**config.mk**
```make
export PLATFORM = sky130hd
export DESIGN_NAME = rest_cmd_decoder
export DESIGN_NICKNAME = d
export VERILOG_FILES = /design/src/rtl/rest_cmd_pkg.sv /design/src/rtl/rest_field_dp.sv /design/src/rtl/rest_parse_ctrl.sv /design/src/rtl/rest_cmd_decoder.sv
export SDC_FILE = /design/constraint.sdc
export NUM_CORES = 1
export LEC_CHECK = 0
export ABC_CLOCK_PERIOD_IN_PS = 9790
export CORE_ASPECT_RATIO = 1.1
export CORE_MARGIN = 1
export CORE_UTILIZATION = 35
export CTS_BUF_LIST = sky130_fd_sc_hd__clkbuf_2 sky130_fd_sc_hd__clkbuf_4 sky130_fd_sc_hd__clkbuf_8
export DETAILED_ROUTE_END_ITERATION = 10
export DONT_BUFFER_PORTS = 1
export PLACE_DENSITY = 0.61
export SLEW_MARGIN = 25
export SYNTH_ARGS = -nofsm -noshare
export SYNTH_HDL_FRONTEND = slang
export SYNTH_HIERARCHICAL = 1
export SYNTH_SLANG_ARGS = --single-unit
```
**constraint.sdc**
```tcl
create_clock -name clk -period 9.79 [get_ports clk]
set_clock_uncertainty 0.15 [all_clocks]
set_input_delay 1.958 -clock clk [delete_from_list [all_inputs] [get_ports clk]]
set_output_delay 1.958 -clock clk [all_outputs]
set_load 0.1 [all_outputs]
```
**src/rtl/rest_cmd_pkg.sv**
```systemverilog
`timescale 1ns/1ps
package rest_cmd_pkg;
  localparam int SEG_CHARS = 16;
  localparam int SEG_W = SEG_CHARS * 8;

  typedef enum logic [2:0] {
    OP_READ   = 3'd0,
    OP_WRITE  = 3'd1,
    OP_LAUNCH = 3'd2,
    OP_AUX    = 3'd3,
    OP_ERR    = 3'd7
  } cmd_op_e;

  // Strobes from the parse controller to the field datapath
  typedef struct packed {
    logic    clrAll;
    logic    segPush;
    logic    segClr;
    logic    digitAddr;
    logic    digitSize;
    logic    emit;
    cmd_op_e op;
  } dp_strobe_t;

  localparam logic [SEG_W-1:0] K_GET    = {104'd0, "GET"};
  localparam logic [SEG_W-1:0] K_PUT    = {104'd0, "PUT"};
  localparam logic [SEG_W-1:0] K_POST   = {96'd0, "POST"};
  localparam logic [SEG_W-1:0] K_MEMORY = {80'd0, "memory"};
  localparam logic [SEG_W-1:0] K_DEVICE = {80'd0, "device"};
  localparam logic [SEG_W-1:0] K_AUX    = "processing_logic";
  localparam logic [SEG_W-1:0] K_SIZE   = {96'd0, "size"};
  localparam logic [SEG_W-1:0] K_IADDR  = {56'd0, "insn_addr"};
  localparam logic [SEG_W-1:0] K_ICOUNT = {48'd0, "insn_count"};
endpackage

```
**src/rtl/rest_field_dp.sv**
```systemverilog
`timescale 1ns/1ps
module rest_field_dp
  import rest_cmd_pkg::*;
#(
  parameter int FIELD_W = 64
) (
  input  logic               clk,
  input  logic               rst,
  input  logic [7:0]         inByte,
  input  dp_strobe_t         stb,
  input  logic               cmdReady,
  output logic               cmdValid,
  output logic [2:0]         cmdOp,
  output logic [FIELD_W-1:0] cmdAddr,
  output logic [FIELD_W-1:0] cmdSize,
  output logic               cmdErr,
  output logic [SEG_W-1:0]   segWord,
  output logic               segOver,
  output logic               haveAddr,
  output logic               haveSize,
  output logic               ovf
);
  localparam int PROD_W = FIELD_W + 4;
  localparam int NUM_FIELDS = 2;  // index 0 address, 1 size/count

  logic [FIELD_W-1:0]    acc      [NUM_FIELDS];
  logic [NUM_FIELDS-1:0] have;
  logic [NUM_FIELDS-1:0] ovfBit;
  logic [NUM_FIELDS-1:0] digitEn;
  logic [3:0]            digit;

  assign digit   = inByte[3:0];
  assign digitEn = {stb.digitSize, stb.digitAddr};

  for (genvar g = 0; g < NUM_FIELDS; g++) begin : g_field
    logic [PROD_W-1:0] prod;
    assign prod = {4'b0, acc[g]} * PROD_W'(10) + PROD_W'(digit);
    always_ff @(posedge clk) begin
      if (rst || stb.clrAll) begin
        acc[g]    <= '0;
        have[g]   <= 1'b0;
        ovfBit[g] <= 1'b0;
      end else if (digitEn[g]) begin
        acc[g]  <= prod[FIELD_W-1:0];
        have[g] <= 1'b1;
        if (prod[PROD_W-1:FIELD_W] != '0) ovfBit[g] <= 1'b1;
      end
    end
  end

  assign haveAddr = have[0];
  assign haveSize = have[1];
  assign ovf      = |ovfBit;

  always_ff @(posedge clk) begin
    if (rst || stb.clrAll || stb.segClr) begin
      segWord <= '0;
      segOver <= 1'b0;
    end else if (stb.segPush) begin
      segWord <= {segWord[SEG_W-9:0], inByte};
      if (segWord[SEG_W-1 -: 8] != 8'd0) segOver <= 1'b1;
    end
  end

  logic carries;
  assign carries = (stb.op == OP_READ) || (stb.op == OP_WRITE) || (stb.op == OP_LAUNCH);

  always_ff @(posedge clk) begin
    if (rst) begin
      cmdValid <= 1'b0;
      cmdOp    <= 3'd0;
      cmdAddr  <= '0;
      cmdSize  <= '0;
      cmdErr   <= 1'b0;
    end else if (stb.emit) begin
      cmdValid <= 1'b1;
      cmdOp    <= stb.op;
      cmdErr   <= (stb.op == OP_ERR);
      cmdAddr  <= carries ? acc[0] : '0;
      cmdSize  <= carries ? acc[1] : '0;
    end else if (cmdReady) begin
      cmdValid <= 1'b0;
    end
  end
endmodule

```
**src/rtl/rest_parse_ctrl.sv**
```systemverilog
`timescale 1ns/1ps
module rest_parse_ctrl
  import rest_cmd_pkg::*;
(
  input  logic             clk,
  input  logic             rst,
  input  logic [7:0]       inByte,
  input  logic             accept,
  input  logic             inLast,
  input  logic [SEG_W-1:0] segWord,
  input  logic             segOver,
  input  logic             haveAddr,
  input  logic             haveSize,
  input  logic             ovf,
  output dp_strobe_t       stb
);
  localparam logic [7:0] CH_SP = 8'h20, CH_CR = 8'h0D, CH_LF = 8'h0A;
  localparam logic [7:0] CH_SL = 8'h2F, CH_QM = 8'h3F, CH_EQ = 8'h3D, CH_AMP = 8'h26;

  typedef enum logic [3:0] {
    S_METH, S_SLASH, S_SEG, S_ADDR, S_QKEY, S_QVAL, S_VER, S_LF, S_DRAIN
  } state_e;
  typedef enum logic [1:0] {M_NONE, M_GET, M_PUT, M_POST} meth_e;
  typedef enum logic [1:0] {RT_NONE, RT_MEM, RT_DEV, RT_AUX} route_e;
  typedef enum logic {F_ADDR, F_SIZE} field_e;

  state_e state, nState;
  meth_e  method, nMethod;
  route_e route, nRoute;
  field_e fieldSel, nField;
  logic   parseErr, setErr;

  logic isDigit, lineDone, fieldEmpty;
  assign isDigit    = (inByte >= 8'h30) && (inByte <= 8'h39);
  assign lineDone   = (state == S_DRAIN && !parseErr) || (state == S_LF && inByte == CH_LF);
  assign fieldEmpty = (fieldSel == F_ADDR) ? !haveAddr : !haveSize;

  function automatic logic hit(input logic [SEG_W-1:0] k);
    return !segOver && (segWord == k);
  endfunction

  cmd_op_e finalOp;
  always_comb begin
    if (!lineDone || ovf)                                             finalOp = OP_ERR;
    else if (method == M_GET  && route == RT_MEM && haveAddr && haveSize) finalOp = OP_READ;
    else if (method == M_PUT  && route == RT_MEM && haveAddr)             finalOp = OP_WRITE;
    else if (method == M_POST && route == RT_DEV && haveAddr && haveSize) finalOp = OP_LAUNCH;
    else if (method == M_POST && route == RT_AUX)                         finalOp = OP_AUX;
    else                                                                  finalOp = OP_ERR;
  end

  always_comb begin
    stb     = '0;
    stb.op  = OP_ERR;
    nState  = state;
    nMethod = method;
    nRoute  = route;
    nField  = fieldSel;
    setErr  = 1'b0;
    if (accept) begin
      if (inLast) begin
        stb.emit   = 1'b1;
        stb.clrAll = 1'b1;
        stb.op     = finalOp;
      end else begin
        unique case (state)
          S_METH: begin
            if (inByte == CH_SP) begin
              stb.segClr = 1'b1;
              nState     = S_SLASH;
              if (hit(K_GET))       nMethod = M_GET;
              else if (hit(K_PUT))  nMethod = M_PUT;
              else if (hit(K_POST)) nMethod = M_POST;
              else                  setErr  = 1'b1;
            end else stb.segPush = 1'b1;
          end
          S_SLASH: begin
            if (inByte == CH_SL) nState = S_SEG;
            else                 setErr = 1'b1;
          end
          S_SEG: begin
            if (inByte == CH_SL || inByte == CH_QM || inByte == CH_SP) begin
              stb.segClr = 1'b1;
              if (inByte == CH_SL && hit(K_MEMORY)) begin
                nRoute = RT_MEM; nState = S_ADDR;
              end else if (inByte == CH_QM && hit(K_DEVICE)) begin
                nRoute = RT_DEV; nState = S_QKEY;
              end else if (inByte == CH_SP && hit(K_AUX)) begin
                nRoute = RT_AUX; nState = S_VER;
              end else setErr = 1'b1;
            end else stb.segPush = 1'b1;
          end
          S_ADDR: begin
            if (isDigit)               stb.digitAddr = 1'b1;
            else if (inByte == CH_QM)  nState = S_QKEY;
            else if (inByte == CH_SP)  nState = S_VER;
            else                       setErr = 1'b1;
          end
          S_QKEY: begin
            if (inByte == CH_EQ) begin
              stb.segClr = 1'b1;
              nState     = S_QVAL;
              if (route == RT_MEM && hit(K_SIZE) && !haveSize)        nField = F_SIZE;
              else if (route == RT_DEV && hit(K_IADDR) && !haveAddr)  nField = F_ADDR;
              else if (route == RT_DEV && hit(K_ICOUNT) && !haveSize) nField = F_SIZE;
              else                                                    setErr = 1'b1;
            end else stb.segPush = 1'b1;
          end
          S_QVAL: begin
            if (isDigit) begin
              stb.digitAddr = (fieldSel == F_ADDR);
              stb.digitSize = (fieldSel == F_SIZE);
            end else if ((inByte == CH_AMP || inByte == CH_SP) && !fieldEmpty) begin
              nState = (inByte == CH_AMP) ? S_QKEY : S_VER;
            end else setErr = 1'b1;
          end
          S_VER:   if (inByte == CH_CR) nState = S_LF;
          S_LF: begin
            if (inByte == CH_LF) nState = S_DRAIN;
            else                 setErr = 1'b1;
          end
          default: ;
        endcase
      end
    end
  end

  always_ff @(posedge clk) begin
    if (rst || stb.clrAll) begin
      state    <= S_METH;
      method   <= M_NONE;
      route    <= RT_NONE;
      fieldSel <= F_ADDR;
      parseErr <= 1'b0;
    end else if (accept) begin
      state    <= setErr ? S_DRAIN : nState;
      method   <= nMethod;
      route    <= nRoute;
      fieldSel <= nField;
      parseErr <= parseErr | setErr;
    end
  end
endmodule

```
**src/rtl/rest_cmd_decoder.sv**
```systemverilog
`timescale 1ns/1ps
module rest_cmd_decoder
  import rest_cmd_pkg::*;
#(
  parameter int FIELD_W = 64
) (
  input  logic               clk,
  input  logic               rst,
  input  logic [7:0]         inData,
  input  logic               inValid,
  input  logic               inLast,
  output logic               inReady,
  output logic               cmdValid,
  input  logic               cmdReady,
  output logic [2:0]         cmdOp,
  output logic [FIELD_W-1:0] cmdAddr,
  output logic [FIELD_W-1:0] cmdSize,
  output logic               cmdErr
);
  dp_strobe_t       stb;
  logic [SEG_W-1:0] segWord;
  logic             segOver, haveAddr, haveSize, ovf, accept;

  assign inReady = !cmdValid || cmdReady;
  assign accept  = inValid && inReady;

  rest_parse_ctrl u_ctrl (
    .clk(clk), .rst(rst), .inByte(inData), .accept(accept), .inLast(inLast),
    .segWord(segWord), .segOver(segOver), .haveAddr(haveAddr),
    .haveSize(haveSize), .ovf(ovf), .stb(stb)
  );

  rest_field_dp #(.FIELD_W(FIELD_W)) u_dp (
    .clk(clk), .rst(rst), .inByte(inData), .stb(stb), .cmdReady(cmdReady),
    .cmdValid(cmdValid), .cmdOp(cmdOp), .cmdAddr(cmdAddr), .cmdSize(cmdSize),
    .cmdErr(cmdErr), .segWord(segWord), .segOver(segOver),
    .haveAddr(haveAddr), .haveSize(haveSize), .ovf(ovf)
  );
endmodule

```
# Word level (Yosys, flattened, before mapping)
# Memories as Yosys holds them, arrays and structs flattened.
# Index checks and enable logic that the tools add are counted.
dict set report totals {
  ff_bits 276
  ramBits 128
  in_bits 13
  output_inout_bits 134
  word_cells 223
  memories 1
}
dict set report classes {
  add_sub_neg 2
  multipliers 2
  n_lt_le_gt_ge 2
  eq_ne 45
  mux 83
  bitwise_logic 5
  n_reduce_logical 67
}
# memory words width read_ports rd_ports_with_merged_regs wr line_no
set mem_list {}
lappend mem_list {u_dp.acc 2 64 2 0 2 rest_field_dp.sv:26} ;# logic [FIELD_W-1:0] acc [NUM_FIELDS];
# operator count
set ops {}
lappend ops {{$eq A128 B23 Y1 const B} 2}
lappend ops {{$eq A128 B31 Y1 const B} 2}
lappend ops {{$eq A128 B47 Y1 const B} 2}
lappend ops {{$mux W64} 4}
lappend ops {{$add A68 B4 Y68} 2}
lappend ops {{$mul A64 B3 Y67 const B} 2}
lappend ops {{$eq A128 B127 Y1 const B} 1}
lappend ops {{$eq A128 B71 Y1 const B} 1}
lappend ops {{$eq A128 B79 Y1 const B} 1}
lappend ops {{$mux W4} 18}
lappend ops {{$mux W1} 43}
lappend ops {{$eq A8 B6 Y1 const B} 5}
lappend ops {{$logic_and A1 B1 Y1} 32}
lappend ops {{$pmux W4 S8} 1}
lappend ops {{$ne A3 B1 Y1 const B} 6}
lappend ops {{$eq A4 B3 Y1 const B} 4}
lappend ops {{$eq A8 B4 Y1 const B} 2}
lappend ops {{$mux W2} 8}
lappend ops {{$mux W3} 5}
lappend ops {{$reduce_and A5 Y1} 3}
lappend ops {{$reduce_and A14 Y1} 1}
lappend ops {{$logic_or A1 B1 Y1} 10}
lappend ops {{$mux W9} 1}
lappend ops {{$ne A3 B2 Y1 const B} 3}
lappend ops {{28 further kinds} 47}

# Logic depth before layout (Yosys ltp)
# Gate-level depths: netlist of the first run.
dict set report logic_depth {
  ltp_word 14
  ltp_mapped 16
  mapped_depth_nobuf 15
}

# By module
# Netlist of the first run, hierarchy kept.
# module instances cells_per_inst area_per_inst_um2 seq_area_each_um2
set modules_own_cells {}
lappend modules_own_cells {rest_field_dp 1 3072 27029.7 9168.8}
lappend modules_own_cells {rest_parse_ctrl 1 303 2092.0 200.2}
lappend modules_own_cells {rest_cmd_decoder 1 2 22.5 0.0}

# Worst setup path before layout of the first run
# Ideal clock, no wire load.
dict set report synth_path {
  kind {input to register}
  start {in inData[1]}
  end {mem u_dp.acc[1][49], data pin}
  setup_time_ns 0.266
  arrival_time_ns 4.943
  required_ns 9.374
  slack_ns 4.431
  stages 14
  path_buffers 1
  path_cell_list {ha_1 inv_1 fa_1 nor2b_1 o2111ai_1 a2111oi_1 and3_1 nand3_1 nor4_2 nand3_2 buf_6 nor4_1 xnor2_1 nor2_1}
}
# element line_no
set synth_rtl {}
lappend synth_rtl {{start, declared} rest_cmd_decoder.sv:9} ;# input logic [7:0] inData,
lappend synth_rtl {{end, declared} rest_field_dp.sv:26}

==> flow_summary.yaml, run 1 <==
timing:
  setup_tns_ns: 0
  worstMarginPinSlew_ns: 1.122
  finalHoldViolations: 0
  relSlewSlack_pct: 25.09
  setup_viol: 0
  maxSlewViolCount: 0
  post-route-min-period_ns: 5.879
  rsz0062_at_grt: "no"
  period_share_pct: 60.05
  fin_hold_ws_ns: 0.2970
  max_freq_mhz: 170.1
flow_run:
  drv_cap: 0
clock_tree:
  cts-resized-gates: 0
  post_cts_buffers: 0
  ctsHtreeMaxLevel: 3
  cts_root_buf: "clkbuf_8"
  cts_num_sinks: 404
  tritoncts: "done"
  clockBufferDepth: 3
  cts.reportedPaths.clkPinSlew_ns: 0.06
  clk_latency_ns: 0.69
  ctsHoldBuffers: 0
  cts_made_buffers: 72
detailed_routing:
  drc_errors: 0
  final_antenna_net_count: 0
  first_pass_iters: 5
  vias: 25090
  wl_mm: 85.67
  wl_per_cell_um: 19.41
  vias_per_cell: 5.683
  drtIter0Drc: 1744
synthesis:
  ys_ff_latch: 404
  yosysTopAreaCell: "dfxtp_1"
  synth_cell_types: 125
  ys_warn_count: 6
  async_reset_ff_share_pct: 0
  avgSynthCellArea_um2: 8.630
  syn_inst: 3377
  synth_fp_nets: 3648
  yosysSeqAreaShare_pct: 32.15
  synth_edf_count: 128
  synth.area.top_cells: "dfxtp_1 (19%), edfxtp_1 (13%), ha_1 (11%)"
  synthesis.area_um2: 29140
  yosysTopAreaCellShare_pct: 18.96
  synthFlopType: "dfxtp_1"
pwr:
  powerDensity_nw_per_um2: 139.6
  irDropWorstVdd_mv: 0.08470
  p_leak_nw: 12.04
worst_setup_path:
  ff2ff_path_depth: 14
  crit_type: "in2reg"
  crit_arrival_ns: 6.11
  cp-start-kind: "input pin"
  end_kind: "flip-flop"
  worstPathRequired_ns: 10.02
  cp_max_fo: 12
global_routing:
  grt_start_max_net_pins: 139
  antenna_found_initial: 1
  grt_overflow: 0
  first_global_vias: 23910
  grt_pass1_wl_mm: 134.8
  grt.total_usage_pct: 19.70
floorplan:
  die_height_um: 304.6
  die_w_um: 277.1
  initial_core_util_pct: 35.47
  die-area_um2: 84430
  io_pins: 147
  core_area_um2: 82170
  placementRows: 110
cells_and_area:
  final_area_um2: 31520
  drive_gt1_share_pct: 8.629
  areaGrowthSynthToFinish_pct: 8.135
  nNetsFinal: 3564
  finalNonFillerCells: 4414
placed_design:
  dpl.cell_count: 4283
  postPlaceCellArea_um2: 29900
  place_congestion: 0.9223
  hpwl_mm: 64.48
  place.port_buffers: 0
hold_path:
  worstHoldPathCells: 2
  hp-class: "reg2reg"
outcome:
  status: "finished, final reports clean"
worst max-delay path: stages:
cell and delay, ns:
ha_1 0.15, inv_1 0.05, fa_1 0.38, nor2b_1 0.20
o2111ai_1 0.20, a2111oi_1 0.81, and3_1 0.34, nand3_1 0.30
nor4_2 0.58, nand3_2 0.45, nor3_1 0.42, and3_1 0.21
nor3_1 0.05
metal layers:
metal / up-vias / GRT usage, % / share of wire, %
li1: 12410 / - / -
met1: 11930 / 24.85 / 44
met2: 619 / 33.22 / 47
met3: 124 / 3.710 / 5.5
met4: 0 / 7.248 / 2.8
met5: - / 0 / 0
kinds of logic (layout without fill, tap and decap cells):
kind of cell,Yosys count,in the layout,synth area share [%]
AOI/OAI and AO/OA,791,791,18.48
xor gates and xnor gates,190,190,5.736
adders and majority gates,258,258,11.18
buffers and inverters,211,183,2.979
DFF,404,404,32.15
muxes,152,152,5.255
other,0,1,0
and+or+nand+nor,1371,1371,24.23
registers in the layout, summed over array words and instances, names as in the netlist:
register and flops:
u_dp/haveAddr 1, u_dp/cmdErr 1, u_dp/cmdSize 64, u_ctrl/state 4, u_dp/haveSize 1, u_dp/ovfBit 2
u_ctrl/parseErr 1, u_ctrl/fieldSel 1, u_ctrl/route 2, u_dp/acc 128, u_ctrl/method 2, u_dp/segOver 1
u_dp/cmdAddr 64, u_dp/segWord 128, u_dp/cmdValid 1, u_dp/cmdOp 3
report_power, final:
part           switching, mW  internal [mW]
Clock                  0.771           1.01
Sequential            0.0524           1.76
Combinational          0.517          0.291
Total                   1.34           3.06
worst paths after layout:
| check | from | to | slack [ns] |
|---|---|---|---|
| setup / recovery | inData[1] | u_dp/acc[1][55] | 3.91 |
| hold / removal | u_ctrl/parseErr | u_ctrl/parseErr | 0.30 |
| setup reg to reg | u_dp/acc[1][3] | u_dp/acc[1][55] | 4.09 |
| hold reg to reg | u_ctrl/parseErr | u_ctrl/parseErr | 0.30 |
area by class of cell:
type | count | area [µm²]
Multi-Input combinational cell | 2762 | 18950
Timing Repair Buffer | 13 | 101.3
Inverter | 40 | 152.6
Clock buffer | 108 | 1324
Antenna cell | 1 | 2.502
Sequential cell | 404 | 9379
Tap cell | 1064 | 1331
Clock inverter | 22 | 279.0
Fill cell | 8354 | 50650
synthesized netlist by cell type (all sizes together), types with 64 or more instances:
master and count:
edfxtp 128, nand3 64, a22oi 130, nand2 222, a21oi 206, clkbuf 114
nor2 552, ha 254, dfxtp 276, a21o 67, nand4 112, o21ai 151
xor2 78, nor3 96, xnor2 112, mux2i 144, nor4 73
per-stage QoR:
stage / utilization (%) / power, mW / setup slack, ns
global placement: 36.38 / 2.643 / 3.328
global route: 38.36 / 4.627 / 3.568
finish: 38.36 / 4.401 / 3.911
floorplan: - / 2.476 / 4.431
detailed placement: 36.39 / 2.646 / 3.214
CTS: 38.34 / 4.469 / 4.004
cells in the final DEF (no fill, tap or decap), types with 109 or more instances in the layout:
master / n
dfxtp_1: 268
ha_1: 254
mux2i_1: 144
o21ai_0: 134
nand2_1: 219
a21oi_1: 201
nor2_1: 551
nand4_1: 109
edfxtp_1: 128
xnor2_1: 112
a22oi_1: 130
Power figures use the tool's default switching activity.
==> run 2, diff against run 1 <==
--- a/config.mk
+++ b/config.mk
@@ -5,7 +5,7 @@
 export SDC_FILE = /design/constraint.sdc
 export NUM_CORES = 1
 export LEC_CHECK = 0
-export ABC_CLOCK_PERIOD_IN_PS = 9790
+export ABC_CLOCK_PERIOD_IN_PS = 5600
 export CORE_ASPECT_RATIO = 1.1
 export CORE_MARGIN = 1
 export CORE_UTILIZATION = 35
==> constraint.sdc (replaced) <==
create_clock -name clk -period 5.6 [get_ports clk]
set_clock_uncertainty 0.15 [all_clocks]
set_input_delay 1.12 -clock clk [delete_from_list [all_inputs] [get_ports clk]]
set_output_delay 1.12 -clock clk [all_outputs]
set_load 0.1 [all_outputs]
==> run 2 against run 1 <==
Against the previous run:
- register-to-register slack worse by 3.7 ns
- critical path type is now reg2reg
- design area increased by 1.1%
- sequential share of layout area decreased by 0.29 points
- largest power group is now the clock network
- sequential cell count did not move
- critical endpoint is now u_dp/acc[1][63]
==> flow_summary.yaml, run 2 (same netlist as run 1, synthesis figures left out) <==
outcome:
  status: "finished, final reports clean"
timing:
  period_share_pct: 92.16
  setup_viol: 0
  setup_tns_ns: 0
  finalHoldViolations: 0
  post-route-min-period_ns: 5.161
  fin_hold_ws_ns: 0.3040
  max_freq_mhz: 193.8
  worstMarginPinSlew_ns: 1.122
  rsz0062_at_grt: "no"
  maxSlewViolCount: 0
  relSlewSlack_pct: 24.54
hold_path:
  hp-class: "reg2reg"
clock_tree:
  cts.reportedPaths.clkPinSlew_ns: 0.07
  tritoncts: "done"
  clk_latency_ns: 0.69
  cts_made_buffers: 74
  ctsHoldBuffers: 0
  cts_root_buf: "clkbuf_8"
  clockBufferDepth: 3
  cts_num_sinks: 404
  cts-resized-gates: 0
  post_cts_buffers: 0
  ctsHtreeMaxLevel: 3
pwr:
  p_leak_nw: 12.22
  irDropWorstVdd_mv: 0.1450
  clkPwrFrac_pct: 41.6
  comb_power_share_pct: 18.5
  power.switching_mw: 2.411
  swShare_pct: 30.44
  intPower_mw: 5.510
  powerDensity_nw_per_um2: 248.7
  seq_power_share_pct: 39.9
detailed_routing:
  wl_per_cell_um: 19.79
  first_pass_iters: 6
  vias_per_cell: 5.729
  drtIter0Drc: 1910
  final_antenna_net_count: 0
  vias: 25440
  drc_errors: 0
  wl_mm: 87.90
global_routing:
  antenna_found_initial: 1
  top_usage_layer: "met2"
  met2_usage_pct: 34.21
  grt_overflow: 0
  grt.total_usage_pct: 20.34
  first_global_vias: 24480
  grt_use_met3_pct: 4.055
  grt_start_max_net_pins: 139
  grt_pass1_wl_mm: 138.9
  use_met1_pct: 25.88
cells_and_area:
  areaGrowthSynthToFinish_pct: 9.273
  num-fill-cells: 8351
  drive_gt1_share_pct: 9.508
  layout_commonest_cell: "nor2_1"
  nNetsFinal: 3585
  layout_common_cells: "nor2_1 (551), dfxtp_1 (262), ha_1 (254)"
  reg_top3: "u_dp/acc: 128 flops, u_dp/segWord: 128 flops"
floorplan:
  io_pins: 147
  die-area_um2: 84430
  die_w_um: 277.1
  placementRows: 110
  initial_core_util_pct: 35.47
  core_area_um2: 82170
  die_height_um: 304.6
flow_run:
  drv_cap: 0
placed_design:
  hpwl_mm: 66.44
  place.port_buffers: 0
  place_congestion: 0.9552
worst_setup_path:
  crit_type: "reg2reg"
  worstPathRequired_ns: 5.88
  cp-start-kind: "flip-flop"
  crit_arrival_ns: 5.44
  end_kind: "flip-flop"
  cp_max_fo: 8
run 2: final cells by class:
cell class	instances	area, µm²	area share, %
repair buffers	32	277.8	0.8722
clock inverters	24	346.6	1.088
flip-flops and latches	404	9387	29.47
diodes	1	2.502	0.007858
well taps	1064	1331	4.180
clock buffers	114	1406	4.416
inverters	40	152.6	0.4793
multi-input cells	2762	18940	59.48
run 2: final timing paths:
path,startpoint,end,slack (ns),cells after the start
setup / recovery,u_dp/acc[1][1],u_dp/acc[1][63],0.44,15
hold / removal,u_ctrl/parseErr,u_ctrl/parseErr,0.30,2
setup reg to reg,u_dp/acc[1][1],u_dp/acc[1][63],0.44,15
hold reg to reg,u_ctrl/parseErr,u_ctrl/parseErr,0.30,2
run 2: critical path: stages (launching register included):
cell	delay (ns)
edfxtp_1	0.43
ha_1	0.32
ha_1	0.24
fa_1	0.42
a21o_1	0.20
a21o_1	0.20
a31o_1	0.26
o2bb2ai_2	0.21
o2111ai_1	0.31
a21oi_1	0.17
o21a_1	0.21
nor3_1	0.54
nand4_1	0.45
nor4_4	0.50
a21oi_1	0.12
o21ba_1	0.19
run 2: routing by layer:
metal | up-vias | share of wire, % | wire [µm]
met5 | - | 0 | 0
met4 | 0 | 2.6 | 2276
met3 | 143 | 6.2 | 5431
met2 | 661 | 48 | 41810
met1 | 12160 | 44 | 38380
li1 | 12480 | - | -
run 2: power by group through the flow:
stage                     Combinational (mW)  Clock [mW]  Sequential (mW)
final                                   1.47        3.30             3.16
after floorplan                         1.14           0             3.19
after detailed placement                1.44           0             3.22
after global routing                    1.61        3.54             3.16
after CTS                               1.45        3.42             3.16
after global placement                  1.44           0             3.22
run 2: stage by stage:
step	worst slack [ns]	utilization (%)	std cells	instance area, µm²	total power, mW
2_1_floorplan	1.079	-	3377	29140	4.329
3_3_place_gp	0.5333	36.60	4302	30070	4.657
3_5_place_dp	0.4865	36.61	4302	30080	4.657
4_1_cts	0.4681	38.74	4440	31830	8.021
5_1_grt	0.04095	38.76	4441	31850	8.319
6_report	0.4390	38.76	4441	31850	7.922
